$ cat config.mk
export PLATFORM = sky130hd
export DESIGN_NAME = seg_alu
export DESIGN_NICKNAME = d
export VERILOG_FILES = /design/src/rtl/seg_alu.sv
export SDC_FILE = /design/constraint.sdc
export NUM_CORES = 1
export LEC_CHECK = 0
export BUFFER_PORTS_ARGS = -buffer_cell sky130_fd_sc_hd__buf_4
export CAP_MARGIN = 5
export CORE_MARGIN = 3
export CORE_UTILIZATION = 59
export DETAILED_ROUTE_END_ITERATION = 16
export PLACE_DENSITY = 0.79
export SYNTH_ARGS = -nofsm -noshare
export SYNTH_HDL_FRONTEND = slang
export SYNTH_SLANG_ARGS = --single-unit
export TNS_END_PERCENT = 100
$ cat constraint.sdc
create_clock -name clk -period 3.4 [get_ports clk]
set_input_delay 0.34 -clock clk [delete_from_list [all_inputs] [get_ports clk]]
set_output_delay 0.34 -clock clk [all_outputs]
set_load 0.005 [all_outputs]
$ cat src/rtl/seg_alu.sv
module seg_alu #(
  parameter int DW    = 8,
  parameter int OPW   = 22,
  parameter int SELW  = 4,
  parameter int OPCW  = 6,
  parameter int SEL_A   = 1,
  parameter int SEL_B   = 2,
  parameter int SEL_RES = 3,
  parameter int SEL_OP  = 4
) (
  input  logic            clk,
  input  logic            rst_n,
  input  logic            bus_wr,
  input  logic [SELW-1:0] bus_sel,
  input  logic [DW-1:0]   bus_din,
  output logic [DW-1:0]   bus_dout
);

  localparam int NSEG = (OPW + DW - 1) / DW;
  localparam int IW   = (NSEG > 1) ? $clog2(NSEG) : 1;
  localparam int TOPW = OPW - (NSEG - 1) * DW;
  localparam logic [DW-1:0] TOP_MASK = ~({DW{1'b1}} << TOPW);
  localparam logic [IW-1:0] LAST_IDX = IW'(NSEG - 1);

  localparam logic [OPCW-1:0] OP_ADD = OPCW'(6'h01);
  localparam logic [OPCW-1:0] OP_SUB = OPCW'(6'h02);
  localparam logic [OPCW-1:0] OP_AND = OPCW'(6'h10);
  localparam logic [OPCW-1:0] OP_OR  = OPCW'(6'h11);
  localparam logic [OPCW-1:0] OP_XOR = OPCW'(6'h12);
  localparam logic [OPCW-1:0] OP_NOT = OPCW'(6'h13);

  logic            s_wr;
  logic [SELW-1:0] s_sel;
  logic [DW-1:0]   s_din;

  always_ff @(posedge clk or negedge rst_n) begin
    if (!rst_n) begin
      s_wr  <= 1'b0;
      s_sel <= '0;
      s_din <= '0;
    end else begin
      s_wr  <= bus_wr;
      s_sel <= bus_sel;
      s_din <= bus_din;
    end
  end

  wire wr_a   = s_wr  && (s_sel == SELW'(SEL_A));
  wire wr_b   = s_wr  && (s_sel == SELW'(SEL_B));
  wire wr_op  = s_wr  && (s_sel == SELW'(SEL_OP));
  wire rd_res = !s_wr && (s_sel == SELW'(SEL_RES));

  logic [DW-1:0]   opa, opb;
  logic [OPCW-1:0] opc;
  logic [IW-1:0]   seg_idx;
  logic            cflag;

  wire last_seg = (seg_idx == LAST_IDX);
  wire is_logic = (opc == OP_AND) || (opc == OP_OR) || (opc == OP_XOR) || (opc == OP_NOT);

  wire [DW:0] sum = {1'b0, opa} + {1'b0, opb} + {{DW{1'b0}}, cflag};
  wire [DW:0] dif = {1'b0, opa} - {1'b0, opb} - {{DW{1'b0}}, cflag};

  logic [DW-1:0] res_raw;
  logic          cout;

  always_comb begin
    res_raw = '0;
    cout    = 1'b0;
    case (opc)
      OP_ADD: begin res_raw = sum[DW-1:0]; cout = sum[DW]; end
      OP_SUB: begin res_raw = dif[DW-1:0]; cout = dif[DW]; end
      OP_AND: res_raw = opa & opb;
      OP_OR:  res_raw = opa | opb;
      OP_XOR: res_raw = opa ^ opb;
      OP_NOT: res_raw = ~opa;
      default: res_raw = '0;
    endcase
  end

  wire [DW-1:0] res = last_seg ? (res_raw & TOP_MASK) : res_raw;

  always_ff @(posedge clk or negedge rst_n) begin
    if (!rst_n) begin
      opa <= '0;
      opb <= '0;
    end else begin
      if (wr_a) opa <= s_din;
      if (wr_b) opb <= s_din;
    end
  end

  always_ff @(posedge clk or negedge rst_n) begin
    if (!rst_n) begin
      opc      <= '0;
      seg_idx  <= '0;
      cflag    <= 1'b0;
      bus_dout <= '0;
    end else if (wr_op) begin
      opc     <= s_din[OPCW-1:0];
      seg_idx <= '0;
      cflag   <= 1'b0;
    end else if (rd_res) begin
      bus_dout <= res;
      if (last_seg) begin
        seg_idx <= '0;
        cflag   <= 1'b0;
      end else begin
        seg_idx <= seg_idx + IW'(1);
        cflag   <= cout;
      end
    end
  end

  AST_READ_NO_LATCH: assert property (@(posedge clk) disable iff (!rst_n)
    !s_wr |=> ($stable(opa) && $stable(opb) && $stable(opc)));

  AST_OP_CLEARS: assert property (@(posedge clk) disable iff (!rst_n)
    wr_op |=> (seg_idx == '0 && !cflag));

  AST_IDX_RANGE: assert property (@(posedge clk) disable iff (!rst_n)
    seg_idx <= LAST_IDX);

  AST_IDX_STEP: assert property (@(posedge clk) disable iff (!rst_n)
    (rd_res && !last_seg) |=> (seg_idx == $past(seg_idx) + IW'(1)));

  AST_TOP_MASKED: assert property (@(posedge clk) disable iff (!rst_n)
    (rd_res && last_seg && !wr_op) |=> ((bus_dout & ~TOP_MASK) == '0));

  AST_LOGIC_NOCARRY: assert property (@(posedge clk) disable iff (!rst_n)
    (rd_res && is_logic) |=> !cflag);

  AST_DOUT_HOLD: assert property (@(posedge clk) disable iff (!rst_n)
    !rd_res |=> $stable(bus_dout));

endmodule

---- After elaboration in Yosys (flattened, before gate mapping) ----
Cells that the tools add are included.
word-level totals
  word-level logic and storage cells ...... 46
  bits in registers ....................... 46
  bits of input ports ..................... 15
cells by class
  bitwise gates (word level) .............. 5
  add/subtract/negate cells ............... 5
  equality and inequality tests ........... 11
  reductions and logical operators ........ 7
  multiplexer cells ....................... 9
operator list
  kind                 number
  $pmux 8 s6           1
  $eq 6x5->1 const B   4
  $add 8x8->9          1
  $add 9x1->9          1
  $sub 8x8->9          1
  $sub 9x1->9          1
  $and 8x8->8          1
  $eq 4x2->1 const B   2
  $mux 8               1
  $not 8->8            1
  $or 8x8->8           1
  $xor 8x8->8          1
  $eq 6x1->1 const B   1
  $eq 6x2->1 const B   1
  $mux 2               3
  $eq 4x1->1 const B   1
  $eq 4x3->1 const B   1
  $logic_and 1x1->1    4
  $mux 1               3
  $add 2x1->2 const B  1
  $eq 2x2->1 const B   1
  $pmux 1 s2           1
  $reduce_and 2->1     1
  $reduce_bool 2->1    1
  other kinds (2)      2

---- Logic depth before layout (Yosys ltp) ----
  word-level depth ........................ 6
  gate-level depth with buffers ........... 10

---- Worst setup path before layout ----
No wires, ideal clock.
  path type ............................... reg2reg
  start point ............................. reg opa[4]
  end point ............................... reg cflag
  arrival ................................. 2.288 ns
  setup time .............................. 0.092 ns
  required time ........................... 3.308 ns
  cell stages (with the launch flop) ...... 10
  slack ................................... 1.020 ns
  clock period less this slack ............ 2.380 ns
  cells stage by stage .................... dfrtp_1 -> inv_1 -> ha_1 -> ha_1 -> or4_4 -> o21a_1 -> a21oi_2 -> xor2_1 -> a21oi_1 -> o31ai_2
on the way
  word-level cells in the longest chain between the ends .. 6
  elaborated cells on any way between the ends .. 8
  those cells by class .................... add/sub (4); mux (4)
ends and longest elaborated chain
  item                                               line    source
  start, declared                                    53      logic [DW-1:0] opa, opb;
  start signal, assigned                             88      if (wr_a) opa <= s_din;
  $sub 8x8->9 / $add 8x8->9 (equally long branches)  62, 61
  $sub 9x1->9 / $add 9x1->9 (equally long branches)  62, 61
  $pmux 1 s2 (*)                                     70      case (opc)
  $mux 1 (*)                                         105     if (last_seg) begin
  $mux 1 (*)                                         103     end else if (rd_res) begin
  $mux 1 (*)                                         99      end else if (wr_op) begin
  end signal, assigned                               110     cflag <= cout;
  end, declared                                      56      logic cflag;
Mark *: on every way between the ends. The rest lies on a longest branch, timed or not. The select of a mux whose other input is x is not followed.
A chain may end at the register's enable or synchronous reset.

---- Worst setup path after layout ----
  start point ............................. reg opa[0]
  end point ............................... reg bus_dout[7]
on the way
  word-level cells in the longest chain between the ends .. 4
  elaborated cells on any way between the ends .. 6
  those cells by class .................... add/sub (4); mux (2)
ends and longest elaborated chain
  item                                               line    source
  $sub 8x8->9 / $add 8x8->9 (equally long branches)  62, 61
  $sub 9x1->9 / $add 9x1->9 (equally long branches)  62, 61
  $pmux 8 s6 (*)                                     70
  $mux 8 (*)                                         81      wire [DW-1:0] res = last_seg ? (res_raw & TOP_MASK) : res_raw;
  end signal, assigned                               104     bus_dout <= res;
  end, declared                                      16      output logic [DW-1:0] bus_dout
Mark *: on every way between the ends. The rest lies on a longest branch, timed or not.

==> run metrics <==
element type at the critical path end register; # resized after CTS 0; Post-Syn Area per Cell 10.13 sq um; synth warn 0; TritonCTS Sinks 46; Congestion Overflow GR 0; Register Area 1151 sq um; Yosys cell types 53; leading area contributor after synthesis dfrtp_1; outcome finished, final reports clean; switching power 792.7 uW; CP dominant cell by count o21ai_1; Setup violations, final 0; hold-fix buffer count after cts 0; DR vias/cell 5.921; Clock Tree Buf Depth 2; Core ar. 4564 sq um; final hold vios 0; Crit Path Class reg2reg; Initial Util 0.6393; top cells by area, synth dfrtp_1 (39%), ha_1 (13%), mux2_2 (5.8%); GP Congestion 0.9472; Post-Syn Area 2918 sq um; die width 76.33 um; maximum VDD drop 0.0003709 V; antenna-violating nets left 0; Clock Power Share 0.168; post-layout util 0.7105; CP max stage cell fa_1; first-pass GRT wire length 10250 um; Post-synth EDFFs 0; crit start category register; CP cell instances fa_1, inv_1, ha_1, o21ai_0, a21boi_0, o21ai_1, xnor2_1, a221oi_1, o21ai_1; initial antenna violation count 0; syn nets 337; Setup WS post-layout 0.7127 ns; routed wire length 6201 um; post-synthesis sequential area ratio 0.3945; met2 WL 2945 um; CP Max Fanout 6; Residual DRC 0; Synth Flop Type dfrtp_1; share of the synthesized area in the top cell type 0.3945; clock skew 0.009439 ns; DIE AREA 5826 sq um; clock-pin slew on the worst setup and hold paths 0.09 ns; min Tclk post-route 2.687 ns; Port Buf Inserts 22; n_diodes 0; Final period util 0.7904; fillcell total 381; Sw Ratio 0.3951; drt first-iter violations 179; post-DP HPWL 4589 um; die height 76.33 um; Rel. slew slack 0.4840; Synth Register Bits 46; crit-path max cell delay 0.59 ns; top layer in use met4; asr flop ratio synth 1.000; Worst Tran Pin Value 0.7740 ns; DR pass1 iterations 4; global router's overall resource usage 0.2210; clk_lat worst skew 0.31 ns; CTS buffer count 5; Cells after Synth 288; layout cells sized above 1 0.1815; pins over their slew limit 0; Worst EP arrival 2.88 ns; final setup TNS 0 ns; Pwr Density 618.6 nW/um^2; RSZ-0062 raised after global routing false; CP required 3.59 ns; Comb pwr share 0.457; post-CTS setup buffers 0; area of the multi-input gates 1639 sq um; fmax 372.1 MHz; layout net count 362; WL met3 300 um; vias in the first global route 2109; row cnt 24; DP Worst Slack 0.7810 ns; CTS root buf clkbuf_8; Hold Crit Class in2async; via count 2244; TritonCTS clock tree done; Area Growth Syn to Fin 11.15%; number of max-cap violations 0; Cell Int Power 1.213 mW; Reg power frac 0.375; leakage 1.467 nW; CTS H-tree lvls 2; Ports 23; largest net degree at the start of global routing 47; drt wl/cell 16.36 um; M1 WL 2902 um
[cell families after synthesis]
logic type,synth area share
AOI/OAI and AO/OA,0.1625
and+or+nand+nor,0.1256
DFF,0.3945
adders and majority gates,0.1561
buffers and inverters,0.04374
muxes,0.09648
xor gates and xnor gates,0.02101
[worst max-delay path: cells and delay by family, from the launching register on]
kind,cells,cell delay (ns)
AO/OA/AOI/OAI,5,1.17
adder cells (fa/ha/maj),2,0.77
flip-flops,1,0.48
XOR/XNOR,1,0.08
buffers and inverters,1,0.06
[layer usage]
metal,global-route usage,vias up
li1,-,1078
met1,0.3185,1097
met2,0.3524,64
met3,0.03783,5
met4,0.04529,0
met5,0,-
[flip-flops by register name, indices dropped and copies added (netlist names)]
register,cells
bus_dout,8
seg_idx,2
opc,6
s_wr,1
s_sel,4
opb,8
opa,8
cflag,1
s_din,8
[power by group through the flow]
stage	logic, mW	clock network [mW]	registers, mW
finish	0.916	0.338	0.752
global route	1.01	0.373	0.770
CTS	0.906	0.348	0.752
detailed placement	0.899	0	0.764
global placement	0.886	0	0.754
floorplan	0.712	0	0.716
[stage by stage]
stage	power, mW	area (sq um)	hold slack (ns)	cells
2_1_floorplan	1.428	2918	0.04441	288
6_report	2.006	3243	0.02344	379
3_3_place_gp	1.640	3153	0.3737	371
4_1_cts	2.006	3243	0.04675	379
5_1_grt	2.154	3243	0.06383	379
3_5_place_dp	1.663	3153	0.3751	371
[cell type report]
type	instances	area share
clock buffer	5	0.02122
timing repair buffer	24	0.05556
tap	65	0.02508
multi-input combinational	209	0.5054
clock inverter	3	0.006559
sequential	46	0.3549
inverter	27	0.03125
[Yosys cell counts, drive strengths merged (2+ instances only)]
cell / count
nor2: 17
a31oi: 4
clkbuf: 3
or3: 4
a211oi: 2
dfrtp: 46
nor3: 10
mux2i: 9
ha: 30
o22ai: 6
nor2b: 4
inv: 27
or4: 2
buf: 3
a22oi: 5
xor2: 3
nand2: 18
a21o: 2
o21a: 7
o21ai: 23
fa: 4
nand2b: 2
o32ai: 2
xnor2: 4
mux2: 15
nand3: 3
a21oi: 13
nor4: 2
[worst paths after layout]
kind | startpoint | end | slack [ns] | cells after the start
hold reg to reg | s_din[6]$_DFF_PN0_ | opb[6]$_DFFE_PN0P_ | 0.49 | 2
setup reg to reg | opa[0]$_DFFE_PN0P_ | bus_dout[7]$_DFFE_PN0P_ | 0.71 | 9
max in group asynchronous | rst_n | seg_idx[1]$_DFFE_PN0P_ | 2.99 | 1
setup / recovery | opa[0]$_DFFE_PN0P_ | bus_dout[7]$_DFFE_PN0P_ | 0.71 | 9
min in group clk | bus_din[1] | s_din[1]$_DFF_PN0_ | 0.13 | 1
hold / removal | rst_n | cflag$_DFFE_PN0P_ | 0.02 | 1
[cells in the final DEF, fill, tap and decap left out, types with 2 or more instances in the layout]
cell type | synthesis | final
fa_1 | 4 | 4
nand2b_1 | 2 | 2
nand3_1 | 3 | 3
nor2_1 | 16 | 16
ha_1 | 30 | 30
nand2_1 | 18 | 18
mux2i_1 | 9 | 9
o21ai_1 | 6 | 6
a211oi_1 | 2 | 2
o32ai_1 | 2 | 2
or3_1 | 3 | 3
a21o_1 | 2 | 2
o21ai_0 | 17 | 17
a22oi_1 | 5 | 5
clkbuf_8 | 0 | 5
nor4_1 | 2 | 2
o22ai_1 | 6 | 6
a21oi_1 | 12 | 12
xor2_1 | 3 | 3
buf_4 | 0 | 24
nor2b_1 | 4 | 4
o21a_1 | 7 | 7
a31oi_1 | 4 | 4
inv_1 | 26 | 26
xnor2_1 | 4 | 4
mux2_2 | 15 | 15
dfrtp_1 | 46 | 46
nor3_1 | 9 | 9
Note: power is estimated with default switching activity, not from simulation.
